--- src/rtl/uart_pkg.sv ---
package uart_pkg;
  typedef enum logic [1:0] {ST_IDLE, ST_START, ST_DATA, ST_STOP} uart_state_e;
endpackage

--- src/rtl/uart_bit_period.sv ---
module uart_bit_period #(
  parameter int RELOAD_W   = 8,
  parameter int FAST_SHIFT = 3,
  parameter int SLOW_SHIFT = 5,
  parameter int PER_W      = RELOAD_W + 1 + SLOW_SHIFT
) (
  input  logic [RELOAD_W-1:0] reload_i,
  input  logic                fast_i,
  output logic [PER_W-1:0]    period_o
);
  logic [PER_W-1:0] base;
  assign base     = PER_W'(reload_i) + PER_W'(1);
  assign period_o = fast_i ? (base << FAST_SHIFT) : (base << SLOW_SHIFT);
endmodule

--- src/rtl/uart_tx.sv ---
module uart_tx
  import uart_pkg::*;
#(
  parameter int DATA_W = 9,
  parameter int PER_W  = 14,
  parameter int IDX_W  = $clog2(DATA_W + 1)
) (
  input  logic              clk_i,
  input  logic              rst_ni,
  input  logic [PER_W-1:0]  period_i,
  input  logic [IDX_W-1:0]  nbits_i,
  input  logic [DATA_W-1:0] data_i,
  input  logic              start_i,
  output logic              busy_o,
  output logic              tx_o,
  output logic              irq_o,
  input  logic              irq_clr_i
);
  uart_state_e       state;
  logic [PER_W-1:0]  cnt;
  logic [IDX_W-1:0]  bit_idx;
  logic [DATA_W-1:0] shreg;
  logic              last_tick, accept;

  assign last_tick = (cnt == period_i - PER_W'(1));
  // busy drops in the final stop tick so a queued strobe continues gaplessly
  assign busy_o    = (state != ST_IDLE) && !(state == ST_STOP && last_tick);
  assign accept    = start_i && !busy_o;

  always_comb begin
    case (state)
      ST_START: tx_o = 1'b0;
      ST_DATA:  tx_o = shreg[0];
      default:  tx_o = 1'b1;
    endcase
  end

  always_ff @(posedge clk_i or negedge rst_ni) begin
    if (!rst_ni) begin
      state   <= ST_IDLE;
      cnt     <= '0;
      bit_idx <= '0;
      shreg   <= '0;
    end else if (accept) begin
      state <= ST_START;
      cnt   <= '0;
      shreg <= data_i;
    end else begin
      case (state)
        ST_START: begin
          if (last_tick) begin
            state   <= ST_DATA;
            cnt     <= '0;
            bit_idx <= '0;
          end else cnt <= cnt + PER_W'(1);
        end
        ST_DATA: begin
          if (last_tick) begin
            cnt   <= '0;
            shreg <= shreg >> 1;
            if (bit_idx == nbits_i - IDX_W'(1)) state <= ST_STOP;
            else bit_idx <= bit_idx + IDX_W'(1);
          end else cnt <= cnt + PER_W'(1);
        end
        ST_STOP: begin
          if (last_tick) state <= ST_IDLE;
          else cnt <= cnt + PER_W'(1);
        end
        default: cnt <= '0;
      endcase
    end
  end

  always_ff @(posedge clk_i or negedge rst_ni) begin
    if (!rst_ni) irq_o <= 1'b0;
    else if (state == ST_STOP && last_tick) irq_o <= 1'b1;
    else if (irq_clr_i) irq_o <= 1'b0;
  end


  tx_accept_chk: assert property (@(posedge clk_i) disable iff (!rst_ni)
    (start_i && !busy_o) |=> (busy_o && !tx_o));

  tx_irq_hold_chk: assert property (@(posedge clk_i) disable iff (!rst_ni)
    (irq_o && !irq_clr_i) |=> irq_o);

  tx_busy_fall_chk: assert property (@(posedge clk_i) disable iff (!rst_ni)
    $fell(busy_o) |-> (state == ST_STOP));
endmodule

--- src/rtl/uart_rx.sv ---
module uart_rx
  import uart_pkg::*;
#(
  parameter int DATA_W = 9,
  parameter int PER_W  = 14,
  parameter int IDX_W  = $clog2(DATA_W + 1)
) (
  input  logic              clk_i,
  input  logic              rst_ni,
  input  logic [PER_W-1:0]  period_i,
  input  logic [IDX_W-1:0]  nbits_i,
  input  logic              rx_i,
  input  logic              read_i,
  input  logic              irq_clr_i,
  output logic [DATA_W-1:0] data_o,
  output logic              ready_o,
  output logic              irq_o,
  output logic              frame_err_o,
  output logic              overrun_o
);
  uart_state_e       state;
  logic [2:0]        sync;
  logic [PER_W-1:0]  cnt;
  logic [IDX_W-1:0]  bit_idx;
  logic [DATA_W-1:0] shreg;
  logic              rx_s, fall, last_tick, mid_tick, done;

  assign rx_s      = sync[1];
  assign fall      = sync[2] && !sync[1];
  assign last_tick = (cnt == period_i - PER_W'(1));
  assign mid_tick  = (cnt == (period_i >> 1) - PER_W'(1));
  assign done      = (state == ST_STOP) && last_tick;

  always_ff @(posedge clk_i or negedge rst_ni) begin
    if (!rst_ni) sync <= '1;
    else sync <= {sync[1:0], rx_i};
  end

  always_ff @(posedge clk_i or negedge rst_ni) begin
    if (!rst_ni) begin
      state   <= ST_IDLE;
      cnt     <= '0;
      bit_idx <= '0;
      shreg   <= '0;
    end else begin
      case (state)
        ST_IDLE: if (fall) begin
          state <= ST_START;
          cnt   <= '0;
        end
        ST_START: begin
          if (mid_tick) begin
            state   <= rx_s ? ST_IDLE : ST_DATA;  // high at mid-start: glitch
            cnt     <= '0;
            bit_idx <= '0;
          end else cnt <= cnt + PER_W'(1);
        end
        ST_DATA: begin
          if (last_tick) begin
            cnt   <= '0;
            shreg <= {rx_s, shreg[DATA_W-1:1]};
            if (bit_idx == nbits_i - IDX_W'(1)) state <= ST_STOP;
            else bit_idx <= bit_idx + IDX_W'(1);
          end else cnt <= cnt + PER_W'(1);
        end
        default: begin
          if (last_tick) state <= ST_IDLE;
          else cnt <= cnt + PER_W'(1);
        end
      endcase
    end
  end

  always_ff @(posedge clk_i or negedge rst_ni) begin
    if (!rst_ni) begin
      data_o      <= '0;
      ready_o     <= 1'b0;
      irq_o       <= 1'b0;
      frame_err_o <= 1'b0;
      overrun_o   <= 1'b0;
    end else begin
      if (done) begin
        data_o      <= shreg >> (DATA_W - int'(nbits_i));
        frame_err_o <= !rx_s;
      end
      if (done) ready_o <= 1'b1;
      else if (read_i) ready_o <= 1'b0;
      if (done) irq_o <= 1'b1;
      else if (irq_clr_i) irq_o <= 1'b0;
      if (done && ready_o && !read_i) overrun_o <= 1'b1;
      else if (read_i) overrun_o <= 1'b0;
    end
  end


  rx_overrun_chk: assert property (@(posedge clk_i) disable iff (!rst_ni)
    $rose(overrun_o) |-> ready_o);

  rx_ready_src_chk: assert property (@(posedge clk_i) disable iff (!rst_ni)
    $rose(ready_o) |-> $past(state == ST_STOP));

  rx_idle_exit_chk: assert property (@(posedge clk_i) disable iff (!rst_ni)
    (state == ST_IDLE && sync[2:1] != 2'b10) |=> (state == ST_IDLE));
endmodule

--- src/rtl/uart_duplex.sv ---
module uart_duplex #(
  parameter int RELOAD_W   = 8,
  parameter int DATA_W     = 9,
  parameter int FAST_SHIFT = 3,
  parameter int SLOW_SHIFT = 5,
  localparam int PER_W     = RELOAD_W + 1 + SLOW_SHIFT,
  localparam int IDX_W     = $clog2(DATA_W + 1)
) (
  input  logic                clk_i,
  input  logic                rst_ni,
  input  logic [RELOAD_W-1:0] reload_i,
  input  logic                fast_i,
  input  logic [1:0]          len_i,
  input  logic [DATA_W-1:0]   tx_data_i,
  input  logic                tx_start_i,
  output logic                tx_busy_o,
  output logic                tx_o,
  output logic                tx_irq_o,
  input  logic                tx_irq_clr_i,
  input  logic                rx_i,
  output logic [DATA_W-1:0]   rx_data_o,
  output logic                rx_ready_o,
  input  logic                rx_read_i,
  output logic                rx_irq_o,
  input  logic                rx_irq_clr_i,
  output logic                rx_frame_err_o,
  output logic                rx_overrun_o
);
  logic [PER_W-1:0] period;
  logic [IDX_W-1:0] nbits;

  always_comb begin
    case (len_i)
      2'b00:   nbits = IDX_W'(DATA_W - 2);
      2'b01:   nbits = IDX_W'(DATA_W - 1);
      default: nbits = IDX_W'(DATA_W);
    endcase
  end

  uart_bit_period #(.RELOAD_W(RELOAD_W), .FAST_SHIFT(FAST_SHIFT),
                    .SLOW_SHIFT(SLOW_SHIFT), .PER_W(PER_W)) u_period (
    .reload_i(reload_i), .fast_i(fast_i), .period_o(period));

  uart_tx #(.DATA_W(DATA_W), .PER_W(PER_W), .IDX_W(IDX_W)) u_tx (
    .clk_i(clk_i), .rst_ni(rst_ni), .period_i(period), .nbits_i(nbits),
    .data_i(tx_data_i), .start_i(tx_start_i), .busy_o(tx_busy_o),
    .tx_o(tx_o), .irq_o(tx_irq_o), .irq_clr_i(tx_irq_clr_i));

  uart_rx #(.DATA_W(DATA_W), .PER_W(PER_W), .IDX_W(IDX_W)) u_rx (
    .clk_i(clk_i), .rst_ni(rst_ni), .period_i(period), .nbits_i(nbits),
    .rx_i(rx_i), .read_i(rx_read_i), .irq_clr_i(rx_irq_clr_i),
    .data_o(rx_data_o), .ready_o(rx_ready_o), .irq_o(rx_irq_o),
    .frame_err_o(rx_frame_err_o), .overrun_o(rx_overrun_o));
endmodule

--- config.mk ---
export PLATFORM = sky130hd
export DESIGN_NAME = uart_duplex
export DESIGN_NICKNAME = d
export VERILOG_FILES = /design/src/rtl/uart_pkg.sv /design/src/rtl/uart_bit_period.sv /design/src/rtl/uart_tx.sv /design/src/rtl/uart_rx.sv /design/src/rtl/uart_duplex.sv
export SDC_FILE = /design/constraint.sdc
export NUM_CORES = 1
export LEC_CHECK = 0
export BUFFER_PORTS_ARGS = -buffer_cell sky130_fd_sc_hd__buf_2
export CORE_MARGIN = 2
export CORE_UTILIZATION = 40
export DETAILED_ROUTE_END_ITERATION = 12
export PLACE_DENSITY = 0.66
export SYNTH_ARGS = -nofsm -noshare
export SYNTH_HDL_FRONTEND = slang
export SYNTH_SLANG_ARGS = --single-unit
--- constraint.sdc ---
create_clock -name clk_i -period 5.99 [get_ports clk_i]
set_clock_uncertainty 0.1 [all_clocks]
set_input_delay 1.198 -clock clk_i [delete_from_list [all_inputs] [get_ports clk_i]]
set_output_delay 1.198 -clock clk_i [all_outputs]
set_load 0.05 [all_outputs]
# After elaboration in Yosys (flattened, before gate mapping)

Index checks and enable logic that the tools add are counted.
W data, S select, Z words.

Word-level logic and storage cells: 127
Register bits after elaboration: 75
Bits of input ports: 27

Eq/ne operators: 26
Mux-type cells: 43
Shift-type cells: 1
Bitwise gates (word level): 1
Reductions and logical operators: 32
$add $sub $neg: 9

Operator list:

| cell                    | number |
|---|---|
| $mux W14                | 8 |
| $eq A14 B14 Y1          | 3 |
| $pmux W14 S3            | 1 |
| $shr A9 B32 Y9          | 1 |
| $add A14 B1 Y14 const B | 2 |
| $pmux W14 S2            | 1 |
| $mux W9                 | 3 |
| $mux W4                 | 6 |
| $pmux W4 S2             | 3 |
| $mux W2                 | 11 |
| $reduce_bool A2 Y1      | 9 |
| $reduce_and A5 Y1       | 3 |
| $sub A13 B1 Y14 const B | 1 |
| $sub A14 B1 Y14 const B | 1 |
| $ne A2 B1 Y1 const B    | 6 |
| $ne A3 B1 Y1 const B    | 4 |
| $pmux W2 S3             | 2 |
| $add A8 B1 Y9 const B   | 1 |
| $add A4 B1 Y4 const B   | 2 |
| $eq A2 B2 Y1 const B    | 4 |
| $eq A4 B4 Y1            | 2 |
| $logic_and A1 B1 Y1     | 7 |
| $mux W1                 | 7 |
| $eq A2 B1 Y1 const B    | 3 |
| 14 further kinds        | 21 |

# Longest topological paths before layout

Gate-level depths: netlist of the first run.

Depth in word-level cells: 11
Mapped depth: 18

# Hierarchy

A second synthesis of the first run with hierarchy kept.

Cell total of the unflattened synthesis: 761
Area total of the unflattened synthesis: 6432.4 um2

By module, submodules not included:

| module          | seq. area each (um2) | times used | cells an instance | area an instance (um2) |
|---|---|---|---|---|
| uart_rx         | 1129.8               | 1          | 453               | 3791.1 |
| uart_tx         | 750.7                | 1          | 262               | 2303.5 |
| uart_bit_period | 0.0                  | 1          | 43                | 321.6 |
| uart_duplex     | 0.0                  | 1          | 3                 | 16.3 |

# Worst setup path before layout of the first run

Ideal clock, no wire load.

Path kind: input to output
Start point: input fast_i
End point: output tx_busy_o
Cell stages on the path: 16
Path buffers: 6
Arrival time: 4.473 ns
Slack: 0.219 ns
Cell sequence: buf_2 buf_2 buf_2 buf_1 nand2_1 ha_1 nand3b_1 o21ai_0 nand2b_1 a21oi_1 and2_1 a31o_2 and4_1 buf_2 buf_2 a21oi_1

Word-level cells in the longest chain between the ends: 6

RTL lines:

| element             | RTL line              | RTL |
|---|---|---|
| start: declaration  | uart_duplex.sv:12     | `input logic fast_i,` |
| $mux W14            | uart_bit_period.sv:13 | `assign period_o = fast_i ? (base << FAST_SHIFT) : (base << SLOW_SHIFT);` |
| $sub A14 B1 Y14     | uart_tx.sv:25         | `assign last_tick = (cnt == period_i - PER_W'(1));` |
| $eq A14 B14 Y1      | uart_tx.sv:25         |  |
| $logic_and A1 B1 Y1 | uart_tx.sv:27         | `assign busy_o = (state != ST_IDLE) && !(state == ST_STOP && last_tick);` |
| $logic_not A1 Y1    | uart_tx.sv:27         |  |
| $logic_and A1 B1 Y1 | uart_tx.sv:27         |  |
| end: declaration    | uart_duplex.sv:16     | `output logic tx_busy_o,` |

No other way between the ends.

# Final worst setup path of the first run

Start point: input reload_i[0]
End point: output tx_busy_o

Word-level cells in the longest chain between the ends: 7

RTL lines:

| element             | RTL line              | RTL |
|---|---|---|
| start: declaration  | uart_duplex.sv:11     | `input logic [RELOAD_W-1:0] reload_i,` |
| $add A8 B1 Y9       | uart_bit_period.sv:12 | `assign base = PER_W'(reload_i) + PER_W'(1);` |
| $mux W14            | uart_bit_period.sv:13 |  |
| $sub A14 B1 Y14     | uart_tx.sv:25         |  |
| $eq A14 B14 Y1      | uart_tx.sv:25         |  |
| $logic_and A1 B1 Y1 | uart_tx.sv:27         |  |
| $logic_not A1 Y1    | uart_tx.sv:27         |  |
| $logic_and A1 B1 Y1 | uart_tx.sv:27         |  |

No other way between the ends.

==> reports/metrics.csv, run 1 <==
metric;value;unit
result of the run;finished, final reports clean;
leading post-synthesis cells by cell area;dfrtp_1 31%, o21ai_0 5.0%, xnor2_1 4.7%;
highest metal used;met4;
setup TNS after final layout;0;ns
cell taking the most area after synthesis;dfrtp_1;
initial antenna violation count;0;
most frequent standard cell in the layout excluding fill and tap cells;dfrtp_1;
cell type with the highest occurrence count on the critical path;buf_2;
length of the first detailed-routing pass in iterations;6;
clock tree from TritonCTS;built;
Worst Setup Start Kind;input pin;
worst min-delay path endpoint;u_rx.sync[1];
DR WL met3;552;µm
remaining design rule violation count;0;
unrepaired setup endpoints after global routing;no;
starting density of the core;41.11;%
number of nets still failing antenna checks after routing;0;
Warnings, synthesis;0;
final max-slew violation count;0;
iteration-0 DRC count of the detailed router;259;
overall die height;123.7;µm
Crit-path slowest cell;ha_1;
signal arrival time at the worst endpoint;4.14;ns
Tcrit/Tclk final;90.72;%
Data required, critical path;4.69;ns
Yosys top cell area share;31.45;%
type of the worst setup path;in2out;
final count of negative-setup-slack endpoints;0;
largest net degree at the start of global routing;76;
HP Start;u_rx.sync[0];
vias in the first global route;4573;
IO Port Bufs;42;
static leakage;0.002804;µW
area inside the core boundary;13930;µm²
kind of cell adding the most delay to the critical path;simple AND/OR/NAND/NOR gates;
worst hold stages;0;
FMAX;184.0;MHz
buffers inserted during post-CTS setup optimization;0;
FF-to-FF End;u_rx.shreg[8];
Post-Syn Nets;697;
portion of the post-synthesis area used by sequential elements;32.83;%
buffering stage count on the worst path with inverters included;2;
first-pass GRT wire length;22130;µm
post-synthesis cell type count;79;
Gates resized, CTS repair;0;
vias after detailed routing;4834;
Syn-to-layout area delta;10.00;%
final weighted congestion in routability-driven placement;0.8696;
peak supply drop;0.0002688;V
Cell Chain, Critical Path;buf_2 > ha_1 > xor2_1 > o21a_1 > or3_1 > and3b_1 > xnor3_1 > nor4_1 > and4_1 > a21oi_1 > buf_2;
die width;123.7;µm
Mapped Avg Cell Area;8.745;µm²
Antenna Diode Count;0;
routed metal-1 wirelength;6243;µm
most used cells in the layout excluding fill and tap cells;72 x dfrtp_1, 60 x nand2_1, 57 x o21ai_0;
Register-to-Register Setup Slack;2.52;ns
CTS Root Buffer Type;clkbuf_16;
final worst path period need;5.434;ns
average detailed-routed wire length per instance;15.28;µm
Seq cells post-synth;75;
Critical Path Sink Type;output port;
number of CTS-inserted buffers;9;
combined global-route utilization of all metal layers;18.18;%
Worst Reg2Reg Path Length in Cells;11;
Placement Rows;43;
wire length on met2;6064;µm
Avg Vias per Cell;5.634;
fraction of layout cells with a size suffix above 1;13.42;%
number of buffers on the longest clock path;2;
max incr delay on CP;0.41;ns
FF-to-FF Start;u_rx.cnt[7];
register clock-pin slew on the reported worst setup and hold paths;0.05;ns
worst min-delay path category;reg2reg;
CTS HTree Levels;3;
ys flop type;dfrtp_1;
cell area after synthesis;5728;µm²
clock insertion delay at the later pin of the skew report;0.34;ns
aggregate routed wire length;13110;µm
Cells after DPL;842;
post-layout net count;715;
cts-stage hold buffer count;0;
DIE AREA;15290;µm²
Pwr per Cell Area;282.5;nW/µm²
Least-Margin Pin Slew;0.9557;ns
count of placed standard cells in the final layout, fillers left out;858;
estimated wirelength of the detail-placed design;9458;µm
TritonCTS sink count;75;
number of hold violations in the final report;0;
largest driver fanout on the critical path;14;
share of async-settable or async-resettable flops after synthesis;100.0;%
number of primary I/O pins;43;
number of maximum-capacitance constraint violations;0;
post-synthesis cell count;655;
worst relative slew slack;36.29;%
total overflow reported by the global router;0;
number of synthesized flops with an enable pin;0;
-- cell type report --
class / count / area (µm²)
Fill cell: 1361 / 7634
Multi-Input combinational cell: 512 / 3541
Sequential cell: 75 / 1881
Timing Repair Buffer: 50 / 272.8
Clock buffer: 12 / 236.5
Tap cell: 180 / 225.2
Inverter: 25 / 93.84
Clock inverter: 4 / 51.30
-- how the worst max path moves through the flow --
stage | from | end | depth (start not counted)
6_report | reload_i[0] | tx_busy_o | 11
3_3_place_gp | reload_i[0] | tx_busy_o | 11
2_1_floorplan | fast_i | tx_busy_o | 16
3_5_place_dp | reload_i[0] | tx_busy_o | 11
5_1_grt | reload_i[0] | tx_busy_o | 11
4_1_cts | reload_i[0] | tx_busy_o | 11
-- metal layers --
| layer | vias to the layer above | global-route usage (%) |
|---|---|---|
| met3 | 17 | 3.159 |
| met2 | 139 | 27.95 |
| met4 | 0 | 6.605 |
| met1 | 2284 | 25.70 |
| li1 | 2394 | - |
| met5 | - | 0 |
-- metrics by stage --
| step | power (µW) | area, µm² | util [%] | setup slack [ns] | hold slack (ns) |
|---|---|---|---|---|---|
| 2_1_floorplan | 1118 | 5728 | - | 0.2190 | 0.2452 |
| 3_3_place_gp | 1235 | 6013 | 43.15 | 0.6275 | 0.2482 |
| 3_5_place_dp | 1257 | 6013 | 43.15 | 0.5849 | 0.2514 |
| 4_1_cts | 1796 | 6301 | 45.22 | 0.5734 | 0.2593 |
| 5_1_grt | 1903 | 6301 | 45.22 | 0.3834 | 0.2656 |
| 6_report | 1780 | 6301 | 45.22 | 0.5560 | 0.2576 |
-- logic make-up after synthesis --
logic type	after synthesis	synth area share, %
simple gates	249	23.42
flops	75	32.83
mux	34	6.771
xor+xnor	54	10.64
fa+ha+maj	15	3.277
buf+inv	68	5.352
compound gates	160	17.72
-- synthesized netlist by cell type (3+ instances only) --
library cell and n:
dfrtp_1 72, nand2_1 60, o21ai_0 57, a21oi_1 39, nor2_1 39, xnor2_1 31
nor3_1 27, inv_1 24, mux2i_1 23, clkbuf_1 22, nand3_1 22, and3_1 17
or3_1 16, ha_1 15, buf_2 14, xor2_1 13, nand4_1 10, and2_1 9
mux2_4 9, nor2b_1 9, and4_1 8, nand2b_1 7, a211oi_1 5, o22ai_1 5
o31ai_1 5, xnor3_1 5, a31oi_1 4, o21a_1 4, xor3_1 4, a22o_1 3
buf_4 3, buf_6 3, dfstp_2 3, nor4_1 3, o211ai_1 3, o21ai_1 3
or4_1 3
-- power by group --
| group | leakage (µW) | internal, µW | switching (µW) |
|---|---|---|---|
| Sequential | 0.00101 | 574 | 62.9 |
| Clock | 0.000137 | 323 | 207 |
| Combinational | 0.00166 | 238 | 376 |
| Total | 0.00280 | 1130 | 646 |
-- state kept, by name (all words and copies together), names as in the netlist --
name / flops
u_rx.cnt: 14
u_tx.cnt: 14
u_rx.data_o: 9
u_rx.shreg: 9
u_tx.shreg: 9
u_rx.bit_idx: 4
u_tx.bit_idx: 4
u_rx.sync: 3
u_rx.state: 2
u_tx.state: 2
u_rx.frame_err_o: 1
u_rx.irq_o: 1
u_rx.overrun_o: 1
u_rx.ready_o: 1
u_tx.irq_o: 1
Power figures use the tool's default switching activity.
==> run 2: changes to the inputs <==
- CTS_BUF_LIST: not set -> sky130_fd_sc_hd__clkbuf_2
- SYNTH_HIERARCHICAL: not set -> 1
==> run 2 against run 1 <==
Net effect:
- synthesized area is 12% higher
- design area increased by 10%
- worst hold slack improved by 0.015 ns
- global-route usage is 0.49 points higher
==> reports/metrics.csv, run 2 <==
metric;value;unit
die width;130.8;µm
max incr delay on CP;0.57;ns
top cells by count, synth;72 x dfrtp_1, 69 x nand2_1, 39 x nand3_1, 39 x nor2_1, 37 x o21ai_0;
number of primary I/O pins;43;
post-synthesis cell count;761;
length of the first detailed-routing pass in iterations;7;
top flop regs;u_rx/cnt: 14 flops, u_tx/cnt: 14 flops;
HP Start;u_rx/sync[0];
Cell Chain, Critical Path;buf_2 > nand3_4 > xnor2_1 > mux2_2 > or3_1 > or4_1 > or3_1 > a32oi_2 > nor4_4 > a21oi_1 > buf_2;
DR WL met3;783;µm
combined global-route utilization of all metal layers;18.68;%
cell area after synthesis;6432;µm²
static leakage;0.002877;µW
Worst Setup SP;reload_i[2];
Gates resized, CTS repair;0;
portion of the post-synthesis area used by sequential elements;29.24;%
FF-to-FF Start;u_rx/cnt[9];
initial antenna violation count;1;
signal arrival time at the worst endpoint;4.34;ns
cell taking the most area after synthesis;dfrtp_1;
CTS HTree Levels;3;
ys flop type;dfrtp_1;
Tcrit/Tclk final;94.08;%
register clock-pin slew on the reported worst setup and hold paths;0.20;ns
number of maximum-capacitance constraint violations;0;
overall die height;130.8;µm
buffering stage count on the worst path with inverters included;2;
remaining design rule violation count;0;
clock tree from TritonCTS;built;
setup TNS after final layout;0;ns
worst relative slew slack;33.84;%
Crit-path slowest cell;or4_1;
vias in the first global route;5363;
FMAX;177.4;MHz
Avg Vias per Cell;5.784;
most instantiated library cell after synthesis;dfrtp_1;
number of synthesized flops with an enable pin;0;
Warnings, synthesis;6;
final weighted congestion in routability-driven placement;0.8799;
total overflow reported by the global router;0;
post-synthesis cell type count;87;
aggregate routed wire length;15480;µm
area inside the core boundary;15830;µm²
starting density of the core;40.64;%
Yosys top cell area share;28.01;%
type of the worst setup path;in2out;
Cells after DPL;986;
clock insertion delay at the later pin of the skew report;0.54;ns
largest net degree at the start of global routing;76;
Critical Path Sink Type;output port;
DIE AREA;17110;µm²
largest driver fanout on the critical path;13;
Mapped Avg Cell Area;8.453;µm²
worst min-delay path category;reg2reg;
peak supply drop;0.0001787;V
result of the run;finished, final reports clean;
wire length on met2;7077;µm
count of placed standard cells in the final layout, fillers left out;1003;
IO Port Bufs;42;
Worst Setup Start Kind;input pin;
final max-slew violation count;0;
number of CTS-inserted buffers;9;
number of hold violations in the final report;0;
Syn-to-layout area delta;8.033;%
final count of negative-setup-slack endpoints;0;
first-pass GRT wire length;26110;µm
iteration-0 DRC count of the detailed router;495;
leading post-synthesis cells by cell area;dfrtp_1 28%, xnor2_1 4.5%, nand2_1 4.0%;
Least-Margin Pin Slew;0.9887;ns
highest metal used;met4;
fraction of layout cells with a size suffix above 1;16.16;%
Data required, critical path;4.69;ns
post-layout net count;826;
buffers inserted during post-CTS setup optimization;0;
routed metal-1 wirelength;7245;µm
cts-stage hold buffer count;0;
kind of cell adding the most delay to the critical path;simple AND/OR/NAND/NOR gates;
TritonCTS sink count;75;
Seq cells post-synth;75;
Placement Rows;46;
Pwr per Cell Area;257.2;nW/µm²
share of async-settable or async-resettable flops after synthesis;100.0;%
final worst path period need;5.635;ns
most used cells in the layout excluding fill and tap cells;72 x dfrtp_1, 69 x nand2_1, 41 x buf_2;
number of nets still failing antenna checks after routing;0;
number of buffers on the longest clock path;2;
CTS Root Buffer Type;clkbuf_2;
vias after detailed routing;5801;
most frequent standard cell in the layout excluding fill and tap cells;dfrtp_1;
estimated wirelength of the detail-placed design;11170;µm
unrepaired setup endpoints after global routing;no;
average detailed-routed wire length per instance;15.43;µm
[run 2: cell count changes after synthesis, sizes merged, moves of 8 or more]
cell    change
o21ai      -22
a41oi       +8
nand3      +18
nor4       +15
or4         +8
clkbuf      +8
xor2       +12
nand2       +8
nand2b     +11
a31oi      +16
[run 2: metrics by stage]
step | utilization [%] | area, µm² | total power (µW) | hold slack, ns | setup slack [ns]
3_5_place_dp | 42.96 | 6800 | 1447 | 0.2482 | 0.3886
5_1_grt | 43.91 | 6949 | 1934 | 0.2823 | 0.2067
3_3_place_gp | 42.96 | 6800 | 1437 | 0.2467 | 0.4179
4_1_cts | 43.89 | 6947 | 1793 | 0.2747 | 0.3624
2_1_floorplan | - | 6440 | 1262 | 0.2452 | 0.3066
6_report | 43.91 | 6949 | 1787 | 0.2724 | 0.3546
[run 2: worst register-to-register path: cells and delay by family, from the launching register on]
kind,cells,cell delay [ns]
AO/OA/AOI/OAI,2,1.01
XOR/XNOR,1,0.45
flip-flops,1,0.58
AND/OR/NAND/NOR,3,1.34
[run 2: path summary, 6_finish.rpt]
| check | endpoint | slack (ns) | cells after the start |
|---|---|---|---|
| worst min-delay path | u_rx/sync[1] | 0.27 | 0 |
| worst max register to register | u_rx/data_o[8] | 2.49 | 6 |
| max in group asynchronous | u_rx/bit_idx[2] | 4.49 | 1 |
| min in group asynchronous | u_tx/cnt[8] | 0.68 | 1 |
| worst max-delay path | tx_busy_o | 0.35 | 11 |
| worst min register to register | u_rx/sync[1] | 0.27 | 0 |
[run 2: cells by family after synthesis]
| family | Yosys count | synth area share, % |
|---|---|---|
| other cells | 1 | 0.05830 |
| fa+ha+maj | 18 | 3.501 |
| compound gates | 186 | 20.60 |
| mux | 31 | 5.116 |
| simple gates | 309 | 27.29 |
| xor+xnor | 60 | 8.598 |
| buf+inv | 81 | 5.602 |
| flops | 75 | 29.24 |
[run 2: area by class of cell]
cell class	count	area (µm²)
diodes	1	2.502
repair buffers	58	332.8
multi-input cells	607	4204
inverters	30	112.6
clock buffers	9	45.04
well taps	216	270.3
flip-flops and latches	75	1881
clock inverters	7	101.3
fillers	1601	8879
[run 2: per-layer routing]
layer,GRT usage (%),vias up
met1,25.59,2745
met2,29.93,166
met5,0,-
met4,6.884,0
li1,-,2865
met3,2.891,25
[run 2: where the power goes]
part	switching, µW	internal, µW
logic	468	299
registers	108	578
clock network	193	142
